==> src/rtl/spim_pkg.sv <==
package spim_pkg;

  localparam logic [2:0] ADDR_FMT    = 3'd0;
  localparam logic [2:0] ADDR_FRAMES = 3'd1;
  localparam logic [2:0] ADDR_EN     = 3'd2;
  localparam logic [2:0] ADDR_SEL    = 3'd3;
  localparam logic [2:0] ADDR_DIV    = 3'd4;
  localparam logic [2:0] ADDR_STAT   = 3'd5;
  localparam logic [2:0] ADDR_TX     = 3'd6;
  localparam logic [2:0] ADDR_RX     = 3'd7;

  typedef enum logic [2:0] {
    ST_IDLE,
    ST_LEAD,
    ST_LOAD,
    ST_SHIFT,
    ST_PUSH
  } spimState_t;

  // strobes and static format from control to datapath
  typedef struct packed {
    logic loadFrame;
    logic leadEdge;
    logic trailEdge;
    logic abort;
    logic inFrame;
    logic cpol;
    logic cpha;
    logic wide;
  } spimStrobe_t;

endpackage

==> src/rtl/spim_fifo.sv <==
module spim_fifo #(
  parameter int WIDTH = 16,
  parameter int DEPTH = 32
) (
  input  logic             clk,
  input  logic             rstN,
  input  logic             push,
  input  logic [WIDTH-1:0] wdata,
  input  logic             pop,
  output logic [WIDTH-1:0] rdata,
  output logic             full,
  output logic             empty
);
  localparam int PTR_W = $clog2(DEPTH);

  logic [WIDTH-1:0] mem [DEPTH];
  logic [PTR_W-1:0] wrPtr, rdPtr;
  logic [PTR_W:0]   count;
  logic             doPush, doPop;

  assign full   = (count == (PTR_W+1)'(DEPTH));
  assign empty  = (count == '0);
  assign doPush = push && !full;
  assign doPop  = pop && !empty;
  assign rdata  = mem[rdPtr];

  always_ff @(posedge clk) begin
    if (doPush) mem[wrPtr] <= wdata;
  end

  always_ff @(posedge clk or negedge rstN) begin
    if (!rstN) begin
      wrPtr <= '0;
      rdPtr <= '0;
      count <= '0;
    end else begin
      if (doPush) wrPtr <= (wrPtr == PTR_W'(DEPTH-1)) ? '0 : wrPtr + 1'b1;
      if (doPop)  rdPtr <= (rdPtr == PTR_W'(DEPTH-1)) ? '0 : rdPtr + 1'b1;
      case ({doPush, doPop})
        2'b10:   count <= count + 1'b1;
        2'b01:   count <= count - 1'b1;
        default: count <= count;
      endcase
    end
  end

  // occupancy never exceeds the depth
  p_fifo_bound_r9: assert property (@(posedge clk) disable iff (!rstN)
    count <= (PTR_W+1)'(DEPTH));

  // a push against a full queue leaves the stored level unchanged
  p_no_overflow_r11: assert property (@(posedge clk) disable iff (!rstN)
    (full && push && !pop) |=> full);

endmodule

==> src/rtl/spim_ctrl.sv <==
module spim_ctrl
  import spim_pkg::*;
#(
  parameter int NUM_CS  = 4,
  parameter int DIV_W   = 16,
  parameter int CNT_W   = 16,
  parameter int FRAME_W = 16
) (
  input  logic                clk,
  input  logic                rstN,
  input  logic                busSel,
  input  logic                busWrite,
  input  logic [2:0]          busAddr,
  input  logic [31:0]         busWdata,
  output logic [31:0]         busRdata,
  output logic                txPush,
  output logic                rxPop,
  input  logic                txFull,
  input  logic                txEmpty,
  input  logic                rxFull,
  input  logic                rxEmpty,
  input  logic [FRAME_W-1:0]  rxData,
  output logic                txPop,
  output logic                rxPush,
  output spimStrobe_t         st,
  output logic [NUM_CS-1:0]   selOut
);
  localparam int HALF_W = DIV_W - 1;
  localparam int EDGE_W = $clog2(2 * FRAME_W);

  logic [2:0]        fmtReg;
  logic [CNT_W-1:0]  frameReg;
  logic [DIV_W-1:0]  divReg;
  logic [NUM_CS-1:0] selReg;
  logic              enReg;

  spimState_t        state;
  logic [HALF_W-1:0] halfCnt, halfLen;
  logic [EDGE_W-1:0] edgeCnt, lastEdge;
  logic [CNT_W-1:0]  remaining;
  logic              wr, rd, start, stop, tick, canLoad, busy;
  logic              unusedWdata;

  assign unusedWdata = ^busWdata;
  assign wr    = busSel && busWrite;
  assign rd    = busSel && !busWrite;
  assign start = wr && (busAddr == ADDR_EN) && busWdata[0] && !enReg;
  assign stop  = wr && (busAddr == ADDR_EN) && !busWdata[0] && enReg;

  assign txPush = wr && (busAddr == ADDR_TX);
  assign rxPop  = rd && (busAddr == ADDR_RX);

  assign halfLen  = (divReg < DIV_W'(2)) ? HALF_W'(1) : divReg[DIV_W-1:1];
  assign tick     = (halfCnt == halfLen - 1'b1);
  assign lastEdge = fmtReg[2] ? EDGE_W'(2*FRAME_W-1) : EDGE_W'(FRAME_W-1);
  assign canLoad  = !txEmpty && !rxFull;
  assign busy     = (state != ST_IDLE);

  // register file
  always_ff @(posedge clk or negedge rstN) begin
    if (!rstN) begin
      fmtReg   <= '0;
      frameReg <= '0;
      divReg   <= '0;
      selReg   <= '0;
      enReg    <= 1'b0;
    end else if (wr) begin
      case (busAddr)
        ADDR_FMT:    if (!enReg) fmtReg   <= busWdata[2:0];
        ADDR_FRAMES: if (!enReg) frameReg <= busWdata[CNT_W-1:0];
        ADDR_DIV:    if (!enReg) divReg   <= busWdata[DIV_W-1:0];
        ADDR_SEL:    selReg <= busWdata[NUM_CS-1:0];
        ADDR_EN:     enReg  <= busWdata[0];
        default:     ;
      endcase
    end
  end

  // frame sequencer
  always_ff @(posedge clk or negedge rstN) begin
    if (!rstN) begin
      state     <= ST_IDLE;
      halfCnt   <= '0;
      edgeCnt   <= '0;
      remaining <= '0;
    end else if (stop) begin
      state   <= ST_IDLE;
      halfCnt <= '0;
    end else begin
      case (state)
        ST_IDLE: if (start) begin
          state     <= ST_LEAD;
          halfCnt   <= '0;
          remaining <= frameReg;
        end
        ST_LEAD: begin
          if (tick) begin
            state   <= ST_LOAD;
            halfCnt <= '0;
          end else halfCnt <= halfCnt + 1'b1;
        end
        ST_LOAD: if (canLoad) begin
          state   <= ST_SHIFT;
          halfCnt <= '0;
          edgeCnt <= '0;
        end
        ST_SHIFT: begin
          if (tick) begin
            halfCnt <= '0;
            if (edgeCnt == lastEdge) state <= ST_PUSH;
            else edgeCnt <= edgeCnt + 1'b1;
          end else halfCnt <= halfCnt + 1'b1;
        end
        ST_PUSH: begin
          if (remaining == '0) state <= ST_IDLE;
          else begin
            remaining <= remaining - 1'b1;
            state     <= ST_LOAD;
          end
        end
        default: state <= ST_IDLE;
      endcase
    end
  end

  assign txPop  = (state == ST_LOAD) && canLoad && !stop;
  assign rxPush = (state == ST_PUSH) && !stop;

  always_comb begin
    st.loadFrame = txPop;
    st.leadEdge  = (state == ST_SHIFT) && tick && !edgeCnt[0] && !stop;
    st.trailEdge = (state == ST_SHIFT) && tick &&  edgeCnt[0] && !stop;
    st.abort     = stop;
    st.inFrame   = (state == ST_SHIFT);
    st.cpol      = fmtReg[0];
    st.cpha      = fmtReg[1];
    st.wide      = fmtReg[2];
  end

  assign selOut = selReg;

  always_comb begin
    busRdata = '0;
    case (busAddr)
      ADDR_FMT:    busRdata = 32'(fmtReg);
      ADDR_FRAMES: busRdata = 32'(frameReg);
      ADDR_EN:     busRdata = 32'(enReg);
      ADDR_SEL:    busRdata = 32'(selReg);
      ADDR_DIV:    busRdata = 32'(divReg);
      ADDR_STAT:   busRdata = {29'b0, rxEmpty, txFull, busy};
      ADDR_RX:     busRdata = 32'(rxData);
      default:     busRdata = '0;
    endcase
  end

  // configuration is frozen while enabled
  p_cfg_locked_r2: assert property (@(posedge clk) disable iff (!rstN)
    enReg |=> ($stable(fmtReg) && $stable(frameReg) && $stable(divReg)));

  // busy ends only after the final push or an abort
  p_busy_end_r3: assert property (@(posedge clk) disable iff (!rstN)
    $fell(busy) |-> ($past(rxPush) || $past(stop)));

  // a received word is never pushed into a full queue
  p_rx_no_overwrite_r11: assert property (@(posedge clk) disable iff (!rstN)
    rxPush |-> !rxFull);

  // no frame is loaded from an empty transmit queue
  p_tx_underrun_r10: assert property (@(posedge clk) disable iff (!rstN)
    txPop |-> !txEmpty);

endmodule

==> src/rtl/spim_dp.sv <==
module spim_dp
  import spim_pkg::*;
#(
  parameter int FRAME_W = 16
) (
  input  logic               clk,
  input  logic               rstN,
  input  spimStrobe_t        st,
  input  logic [FRAME_W-1:0] txWord,
  input  logic               miso,
  output logic               sclk,
  output logic               mosi,
  output logic [FRAME_W-1:0] rxWord
);
  localparam int HALF_F = FRAME_W / 2;

  logic [FRAME_W-1:0] shReg, rxSh, aligned;
  logic               mosiReg, phase;

  assign aligned = st.wide ? txWord : {txWord[HALF_F-1:0], {HALF_F{1'b0}}};

  always_ff @(posedge clk or negedge rstN) begin
    if (!rstN) begin
      shReg   <= '0;
      rxSh    <= '0;
      mosiReg <= 1'b0;
      phase   <= 1'b0;
    end else if (st.abort) begin
      phase <= 1'b0;
    end else if (st.loadFrame) begin
      rxSh <= '0;
      if (!st.cpha) begin
        mosiReg <= aligned[FRAME_W-1];
        shReg   <= aligned << 1;
      end else begin
        shReg <= aligned;
      end
    end else if (st.leadEdge) begin
      phase <= 1'b1;
      if (!st.cpha) rxSh <= {rxSh[FRAME_W-2:0], miso};
      else begin
        mosiReg <= shReg[FRAME_W-1];
        shReg   <= shReg << 1;
      end
    end else if (st.trailEdge) begin
      phase <= 1'b0;
      if (st.cpha) rxSh <= {rxSh[FRAME_W-2:0], miso};
      else begin
        mosiReg <= shReg[FRAME_W-1];
        shReg   <= shReg << 1;
      end
    end
  end

  assign sclk   = st.cpol ^ phase;
  assign mosi   = mosiReg;
  assign rxWord = st.wide ? rxSh : {{HALF_F{1'b0}}, rxSh[HALF_F-1:0]};

  // outside a frame the clock sits at its idle level
  p_sclk_idle_r5: assert property (@(posedge clk) disable iff (!rstN)
    !st.inFrame |-> !phase);

  // leading edges leave the idle level, trailing edges return to it
  p_edge_order_r6: assert property (@(posedge clk) disable iff (!rstN)
    st.leadEdge |-> !phase);

  p_trail_order_r6: assert property (@(posedge clk) disable iff (!rstN)
    st.trailEdge |-> phase);

endmodule

==> src/rtl/spim_core.sv <==
module spim_core
  import spim_pkg::*;
#(
  parameter int FIFO_DEPTH = 32,
  parameter int NUM_CS     = 4,
  parameter int DIV_W      = 16,
  parameter int CNT_W      = 16,
  parameter int FRAME_W    = 16
) (
  input  logic              clk,
  input  logic              rstN,
  input  logic              busSel,
  input  logic              busWrite,
  input  logic [2:0]        busAddr,
  input  logic [31:0]       busWdata,
  output logic [31:0]       busRdata,
  output logic              sclk,
  output logic              mosi,
  input  logic              miso,
  output logic [NUM_CS-1:0] csN
);
  spimStrobe_t        st;
  logic               txPush, txPop, rxPush, rxPop;
  logic               txFull, txEmpty, rxFull, rxEmpty;
  logic [FRAME_W-1:0] txWord, rxWord, rxData;
  logic [NUM_CS-1:0]  selOut;

  spim_ctrl #(
    .NUM_CS(NUM_CS), .DIV_W(DIV_W), .CNT_W(CNT_W), .FRAME_W(FRAME_W)
  ) u_ctrl (
    .clk(clk), .rstN(rstN),
    .busSel(busSel), .busWrite(busWrite), .busAddr(busAddr),
    .busWdata(busWdata), .busRdata(busRdata),
    .txPush(txPush), .rxPop(rxPop),
    .txFull(txFull), .txEmpty(txEmpty), .rxFull(rxFull), .rxEmpty(rxEmpty),
    .rxData(rxData), .txPop(txPop), .rxPush(rxPush),
    .st(st), .selOut(selOut)
  );

  spim_dp #(.FRAME_W(FRAME_W)) u_dp (
    .clk(clk), .rstN(rstN), .st(st), .txWord(txWord), .miso(miso),
    .sclk(sclk), .mosi(mosi), .rxWord(rxWord)
  );

  spim_fifo #(.WIDTH(FRAME_W), .DEPTH(FIFO_DEPTH)) u_txq (
    .clk(clk), .rstN(rstN), .push(txPush), .wdata(busWdata[FRAME_W-1:0]),
    .pop(txPop), .rdata(txWord), .full(txFull), .empty(txEmpty)
  );

  spim_fifo #(.WIDTH(FRAME_W), .DEPTH(FIFO_DEPTH)) u_rxq (
    .clk(clk), .rstN(rstN), .push(rxPush), .wdata(rxWord),
    .pop(rxPop), .rdata(rxData), .full(rxFull), .empty(rxEmpty)
  );

  assign csN = ~selOut;

endmodule

==> config.mk <==
export PLATFORM = sky130hd
export DESIGN_NAME = spim_core
export DESIGN_NICKNAME = d
export VERILOG_FILES = /design/src/rtl/spim_pkg.sv /design/src/rtl/spim_fifo.sv /design/src/rtl/spim_ctrl.sv /design/src/rtl/spim_dp.sv /design/src/rtl/spim_core.sv
export SDC_FILE = /design/constraint.sdc
export NUM_CORES = 1
export LEC_CHECK = 0
export ABC_AREA = 1
export BUFFER_PORTS_ARGS = -buffer_cell sky130_fd_sc_hd__clkbuf_2
export CAP_MARGIN = 5
export CELL_PAD_IN_SITES_DETAIL_PLACEMENT = 0
export CELL_PAD_IN_SITES_GLOBAL_PLACEMENT = 1
export CORE_MARGIN = 5
export CORE_UTILIZATION = 45
export DETAILED_ROUTE_END_ITERATION = 6
export GPL_TIMING_DRIVEN = 0
export PLACE_DENSITY_LB_ADDON = 0.1
export SETUP_SLACK_MARGIN = 0.2
export SYNTH_ARGS = -nofsm -noshare
export SYNTH_HDL_FRONTEND = slang
export SYNTH_HIERARCHICAL = 1
export SYNTH_SLANG_ARGS = --single-unit
export TNS_END_PERCENT = 100
==> constraint.sdc <==
create_clock -name clk -period 3 [get_ports clk]
set_clock_uncertainty 0.15 [all_clocks]
set_input_delay 0.15 -clock clk [delete_from_list [all_inputs] [get_ports clk]]
set_output_delay 0.15 -clock clk [all_outputs]
set_load 0.1 [all_outputs]
==> results.json, run 1 <==
{
  "n_fill_cell": 10320,
  "finalHoldViolCount": 0,
  "worstSetupPathType": "flop to flop",
  "core-area_sq_um": 117900,
  "io_pins": 78,
  "worstSetupStartpointType": "flop",
  "grt_pass1_wl_um": 238700,
  "fmax_ghz": 0.2953,
  "ys_seq_area_frac": 0.6440,
  "placement.io_buffers": 44,
  "post-place-cells": 7119,
  "maxCapViolCount": 0,
  "antenna_found_initial": 7,
  "clock_latency_ns": 0.73,
  "critPathCaptureType": "flop",
  "setup_tns_ns": -14.16,
  "synth_most_common_cell": "nand2_1",
  "min_path_type": "input pin to flop",
  "hold_depth": 8,
  "cts_tree": "yes",
  "worstPathArrival_ns": 3.89,
  "drt-total-wl_um": 163900,
  "setup_violations": 49,
  "slowest_delay_ns": 0.46,
  "r2r-start": "u_ctrl/divReg[7]",
  "synthCells": 5481,
  "layout_min_cycle_time_ns": 3.386,
  "dieWidth_um": 354.4,
  "syn_area_sq_um": 53380,
  "worst_pin_slew_ns": 1.174,
  "root_buffer": "clkbuf_16",
  "area_delta_synth_final_pct": 21.10,
  "antenna_left": 0,
  "synth_top_cell_by_area": "edfxtp_1",
  "vias": 39010,
  "rsz0062_at_grt": "true",
  "cts_buffer_depth": 3,
  "gp_congestion": 0.8947,
  "start_util": 0.4527,
  "drv_slew": 0,
  "vias_per_cell": 5.207,
  "timing.final.crit_share": 1.129,
  "synth_edf_count": 1024,
  "grt_max_degree": 79,
  "clkTransAtPathRegs_ns": 0.06,
  "ys_ff_latch": 1169,
  "drcViolationCount": 0,
  "drt_iter0_drc": 4127,
  "r2r_cells": 22,
  "grt_pass1_vias": 36140,
  "synth_cell_types": 49,
  "grt-ovfl-total": 0,
  "worst_slack_ns": -0.3860,
  "row_count": 126,
  "synth-main-ff-cell": "edfxtp_1",
  "post_drt_wl_per_cell_um": 21.88,
  "final_layout_size_suffix_gt1_frac": 0.1770,
  "reg2reg_slack_ns": -0.39,
  "crit_fanout": 5,
  "cts_max_level": 4,
  "syn_area_per_cell_sq_um": 9.740,
  "min_to": "u_rxq/rdPtr[1]",
  "crit_top_cell": "nand2_2",
  "r2r-end": "u_dp/rxSh[7]",
  "nNetsFinal": 5917,
  "die_h_um": 354.4,
  "crit_chain": "nor2_4, nand2_2, nor2_2, nand2_2, nand2_2, inv_2, ha_4, xor2_4, or2_4, nand3_2, a21oi_2, nand4_1, nor2_1, nand4_1, nor2_4, nor2_2, nand2_1, nand2_4, nor2_8, buf_6, nand2_1, nand2_2",
  "violations": "negative setup slack",
  "hp-start": "busSel",
  "synth.area.top_cells": "edfxtp_1 (58%), nand2_1 (13%), dfrtp_1 (6.8%)",
  "async_flop_share": 0.1240,
  "cp.required_ns": 3.50,
  "synth_commonest_cells": "nand2_1 (1,895), edfxtp_1 (1,024), inv_1 (799), nand3_1 (689), nor2_1 (169)",
  "drt-pass1-iter-count": 5,
  "vdd_ir_drop_max_v": 0.0005434,
  "synthMuxAreaShare": 0,
  "synth_top_family_by_area": "simple AND/OR/NAND/NOR gates",
  "grt_usage": 0.2569,
  "final_cells": 7492,
  "status": "complete, but fails checks",
  "cts_buffers": 132,
  "synthXorXnorAreaFrac": 0.007383,
  "yosys.area_share.simple": 0.2269,
  "p_leak_nw": 27.92,
  "numClockSinks": 1169,
  "synth_top_area_frac": 0.5760,
  "yosys_warnings": 6,
  "synth-compound-area-share": 0.02658,
  "dp_hpwl_um": 108600,
  "slowest_stage": "dfrtp_2",
  "synth_fa_ha_area_frac": 0.007313,
  "p_per_area_nw_per_um2": 916.6,
  "die_area_sq_um": 125600,
  "relSlewSlack": 0.2171
}
==> flip-flops by register name (all words and copies together), names as in the netlist, 4 cells and up <==
name / count
u_txq/count: 6
u_txq/mem: 512
u_ctrl/frameReg: 16
u_ctrl/remaining: 16
u_ctrl/selOut: 4
u_dp/shReg: 16
u_rxq/rdPtr: 5
u_rxq/wrPtr: 5
u_ctrl/edgeCnt: 5
u_rxq/count: 6
u_ctrl/divReg: 16
u_dp/rxSh: 16
u_rxq/mem: 512
u_ctrl/halfCnt: 15
u_txq/wrPtr: 5
u_txq/rdPtr: 5
==> per-stage QoR <==
step | worst slack [ns] | util | area (sq um) | hold slack, ns | total power [mW]
final | -0.3860 | 0.5482 | 64650 | 0.02869 | 59.26
after global routing | -0.5651 | 0.5482 | 64640 | 0.05173 | 62.26
after CTS | -0.4361 | 0.5362 | 63230 | 0.002853 | 57.80
after detailed placement | -1.737 | 0.4800 | 56600 | 0.07494 | 40.21
after global placement | -2.215 | 0.4727 | 55740 | 0.2057 | 40.03
after floorplan | -0.01394 | - | 53600 | -0.2956 | 32.23
==> cells in the final DEF, fill, tap and decap left out, types with 15 or more instances in the layout <==
cell	Yosys	layout
a21oi_1	56	38
a21oi_2	1	19
buf_12	0	41
buf_16	0	15
buf_2	126	78
buf_4	54	118
buf_6	26	78
buf_8	1	26
clkbuf_1	60	83
clkbuf_16	0	145
clkbuf_2	1	33
clkbuf_4	0	21
clkinv_1	9	36
clkinv_2	0	21
conb_1	1	16
dfrtp_1	145	130
dfrtp_2	0	15
dlygate4sd3_1	0	17
edfxtp_1	1024	1024
ha_1	28	24
inv_1	799	779
inv_2	8	19
nand2_1	1895	1782
nand2_2	11	85
nand2_4	2	39
nand3_1	689	636
nand3_2	5	51
nand4_1	21	21
nor2_1	169	84
nor2_2	4	25
nor2_4	3	67
nor3_4	0	21
o211ai_1	28	28
o21ai_0	91	86
o21ai_1	19	18
or2_2	42	41
xor2_1	34	32
==> where the power goes <==
group	internal, mW	switching (mW)	total (mW)
combinational	7.70	17.2	24.9
sequential	18.3	0.639	19.0
clock	8.87	6.50	15.4
==> worst max path at each step <==
stage                      from          endpoint  slack (ns)  depth (start not counted)
2_1_floorplan  u_ctrl/divReg[5]    u_dp/shReg[14]       -0.01                         24
3_3_place_gp         busAddr[2]  u_txq/mem[30][8]       -2.21                          6
3_5_place_dp        busWdata[0]  u_rxq/mem[21][5]       -1.74                          9
4_1_cts          u_rxq/rdPtr[0]       busRdata[1]       -0.44                         16
5_1_grt        u_ctrl/divReg[5]      u_dp/rxSh[7]       -0.57                         23
6_report       u_ctrl/divReg[7]      u_dp/rxSh[7]       -0.39                         22
==> cell families (layout without fill, tap and decap cells) <==
kind of cell               count (synthesis)  in the layout
and+or+nand+nor                         2895           2896
buffers and inverters                   1096           1553
other                                      1             18
adders and majority gates                 30             30
AOI/OAI and AO/OA                        245            245
DFF                                     1169           1169
xor gates and xnor gates                  45             45
==> routing by layer <==
metal,vias up,GRT usage,wire [um]
met5,-,0,13
met4,2,0.06008,3338
met2,1342,0.3782,71280
met1,18970,0.4013,76370
li1,18510,-,-
met3,190,0.04003,12930
==> area by class of cell <==
type | count | area (sq um) | area share
Sequential cell | 1169 | 34400 | 0.5320
Multi-Input combinational cell | 3232 | 16350 | 0.2530
Clock buffer | 175 | 3590 | 0.05553
Inverter | 818 | 3123 | 0.04831
Timing Repair Buffer | 215 | 2698 | 0.04173
Buffer | 278 | 2053 | 0.03176
Tap cell | 1536 | 1922 | 0.02973
Clock inverter | 66 | 500.5 | 0.007741
Timing Repair inverter | 1 | 8.758 | 0.0001355
Antenna cell | 2 | 5.005 | 0.00007741
==> critical path: cells and delay by family (launching register included) <==
kind	cells	cell delay, ns
xor gates and xnor gates	1	0.16
adders and majority gates	1	0.19
DFF	1	0.46
AOI/OAI and AO/OA	1	0.14
and+or+nand+nor	17	2.00
buffers and inverters	2	0.21
==> timing repair <==
item,4_1_cts,5_1_grt
endpoints found under the setup margin,908,606
hold buffers,19,1
endpoints found under the hold margin,192,1
gates resized for setup,382,283
pin swaps,105,102
setup buffers,72,25
gates cloned,5,4
Power figures use the tool's default switching activity.
==> inputs of run 2 (changes only) <==
==> constraint.sdc (replaced) <==
create_clock -name clk -period 3 [get_ports clk]
set_clock_uncertainty 0.15 [all_clocks]
set_input_delay 0.3 -clock clk [delete_from_list [all_inputs] [get_ports clk]]
set_output_delay 0.3 -clock clk [all_outputs]
set_load 0.1 [all_outputs]
==> run 2 against run 1 <==
  * Sequential power about the same
  * Die area unchanged
  * Design area up 0.70%
  * The flow still finishes with violations (negative setup slack)
  * Cell count down 0.12%
  * Clock power up 3%
  * Critical path type is now flop to output port
  * Highest routed layer is now met4
==> results.json, run 2 (same netlist as run 1, synthesis figures left out) <==
{
  "grt_usage": 0.2585,
  "setup_violations": 70,
  "timing.final.crit_share": 1.163,
  "clock_latency_ns": 0.75,
  "worst_pin_slew_ns": 1.282,
  "finalHoldViolCount": 0,
  "r2r_cells": 24,
  "slowest_delay_ns": 0.40,
  "post_drt_wl_per_cell_um": 22.16,
  "min_path_type": "input pin to asynchronous set/reset pin",
  "io_pins": 78,
  "vdd_ir_drop_max_v": 0.0006879,
  "layout_min_cycle_time_ns": 3.488,
  "grtUsageMet1": 0.3916,
  "worstPathArrival_ns": 3.04,
  "slowest_stage": "dfrtp_1",
  "crit_fanout": 7,
  "worst_slack_ns": -0.4882,
  "post-route-util": 0.5521,
  "reg2reg_slack_ns": -0.38,
  "drv_slew": 0,
  "use_met3": 0.05056,
  "post-place-cells": 7120,
  "grt_use_met2": 0.3854,
  "reg_top3": "u_rxq/mem x512, u_txq/mem x512",
  "final_common_cell": "nand2_1",
  "antenna_left": 0,
  "cts_buffers": 131,
  "place_ws_ns": -1.493,
  "gp_congestion": 0.9409,
  "final_layout_size_suffix_gt1_frac": 0.1889,
  "drt-total-wl_um": 165900,
  "cp.required_ns": 2.55,
  "die_area_sq_um": 125600,
  "drt-pass1-iter-count": 5,
  "die_h_um": 354.4,
  "crit_top_cell": "nand2_1",
  "crit_chain": "buf_12, inv_16, buf_16, clkbuf_16, nand2_1, nand2_1, nand2_1, nand3_2, nand3_4, nand2_4, nand2_4, inv_4, a221oi_2, nand3_2, clkbuf_16",
  "p_per_area_nw_per_um2": 934.4,
  "start_util": 0.4527,
  "maxCapViolCount": 0,
  "core-area_sq_um": 117900,
  "placement.io_buffers": 44,
  "r2r-start": "u_ctrl/divReg[15]",
  "numClockSinks": 1169,
  "drcViolationCount": 0,
  "cts_tree": "yes",
  "worstSetupPathType": "flop to output port",
  "grt-ovfl-total": 0,
  "status": "complete, but fails checks",
  "grt_pass1_vias": 36870,
  "rsz0062_at_grt": "true",
  "grt_pass1_wl_um": 241000,
  "fmax_ghz": 0.2867,
  "dieWidth_um": 354.4,
  "dp_hpwl_um": 109600,
  "vias": 39290,
  "vias_per_cell": 5.251,
  "antenna_found_initial": 4,
  "final_cells": 7483,
  "cts_max_level": 4,
  "endpoint": "busRdata[1]",
  "cts_buffer_depth": 3,
  "total_power_mw": 60.83,
  "violations": "negative setup slack",
  "drt_iter0_drc": 3979,
  "worstSetupStartpointType": "flop",
  "area_delta_synth_final_pct": 21.95,
  "grt_max_degree": 81,
  "n_fill_cell": 10280,
  "p_leak_nw": 28.23,
  "critPathLaunch": "u_rxq/rdPtr[0]",
  "clkTransAtPathRegs_ns": 0.06,
  "nNetsFinal": 5907,
  "row_count": 126,
  "final_cell_mix": "nand2_1 (1,786), edfxtp_1 (1,024), inv_1 (772)",
  "critPathCaptureType": "output port",
  "relSlewSlack": 0.1453,
  "r2r-end": "u_dp/rxSh[7]",
  "grt_busiest_layer": "met1",
  "root_buffer": "clkbuf_16"
}
## run 2: cell count changes in the layout (fill, tap and decap cells not counted), sizes merged, moves of 2 or more
cell         delta
dlygate4sd3    -10
inv             +3
clkbuf         -18
clkinv          -4
buf            +11
bufinv          +5
clkinvlp        +2
## run 2: repair_timing
item,4_1_cts,5_1_grt
resized for setup,481,292
pin swaps,81,119
hold endpoints to repair,95,0
setup endpoints to repair,1087,526
buffers inserted,72,26
hold buffers,7,0
gates cloned,5,10
## run 2: metal layers
layer	vias to the layer above	wire, um
li1	18460	-
met2	1336	72420
met4	0	3777
met1	19290	76430
met3	204	13230
met5	-	0
## run 2: final cells by class
type / count / area, sq um / area share
clock buffer: 168 / 3470 / 0.05330
sequential: 1169 / 34390 / 0.5283
buffer: 278 / 2192 / 0.03367
tap: 1536 / 1922 / 0.02952
multi-input combinational: 3233 / 16740 / 0.2572
clock inverter: 72 / 773.2 / 0.01188
inverter: 818 / 3139 / 0.04822
antenna: 3 / 7.507 / 0.0001153
timing repair inverter: 1 / 8.758 / 0.0001345
timing repair buffer: 205 / 2451 / 0.03765
## run 2: critical path, delay by kind of cell (launching register included)
kind / cells / cell delay, ns
buffers and inverters: 6 / 0.88
AND/OR/NAND/NOR: 8 / 0.73
flip-flops: 1 / 0.40
AO/OA/AOI/OAI: 1 / 0.26
## run 2: where the power goes
group	total [mW]	leakage, nW	internal, mW	switching, mW
registers	19.0	11.2	18.3	0.660
clock network	15.9	2.06	9.17	6.72
logic	26.0	15.0	8.34	17.6
## run 2: through the flow
| step | setup TNS, ns | hold WS [ns] | instance area [sq um] |
|---|---|---|---|
| 6_report | -20.77 | 0.03535 | 65100 |
| 3_5_place_dp | -954.36 | 0.2666 | 56550 |
| 5_1_grt | -33.02 | 0.04037 | 65090 |
| 3_3_place_gp | -1721.51 | 0.3061 | 55790 |
| 2_1_floorplan | -1.531 | -0.1456 | 53650 |
| 4_1_cts | -17.59 | 0.02027 | 63400 |
## run 2: worst min path at each step
stage,startpoint,end,slack (ns),depth (start not counted)
after floorplan,rstN,u_ctrl/divReg[0],-0.15,0
after global placement,u_dp/shReg[1],u_dp/shReg[1],0.31,2
after detailed placement,rstN,u_txq/count[4],0.27,1
after CTS,rstN,u_txq/count[2],0.02,2
after global routing,busWdata[0],u_txq/mem[17][0],0.04,1
final,rstN,u_txq/count[4],0.04,2
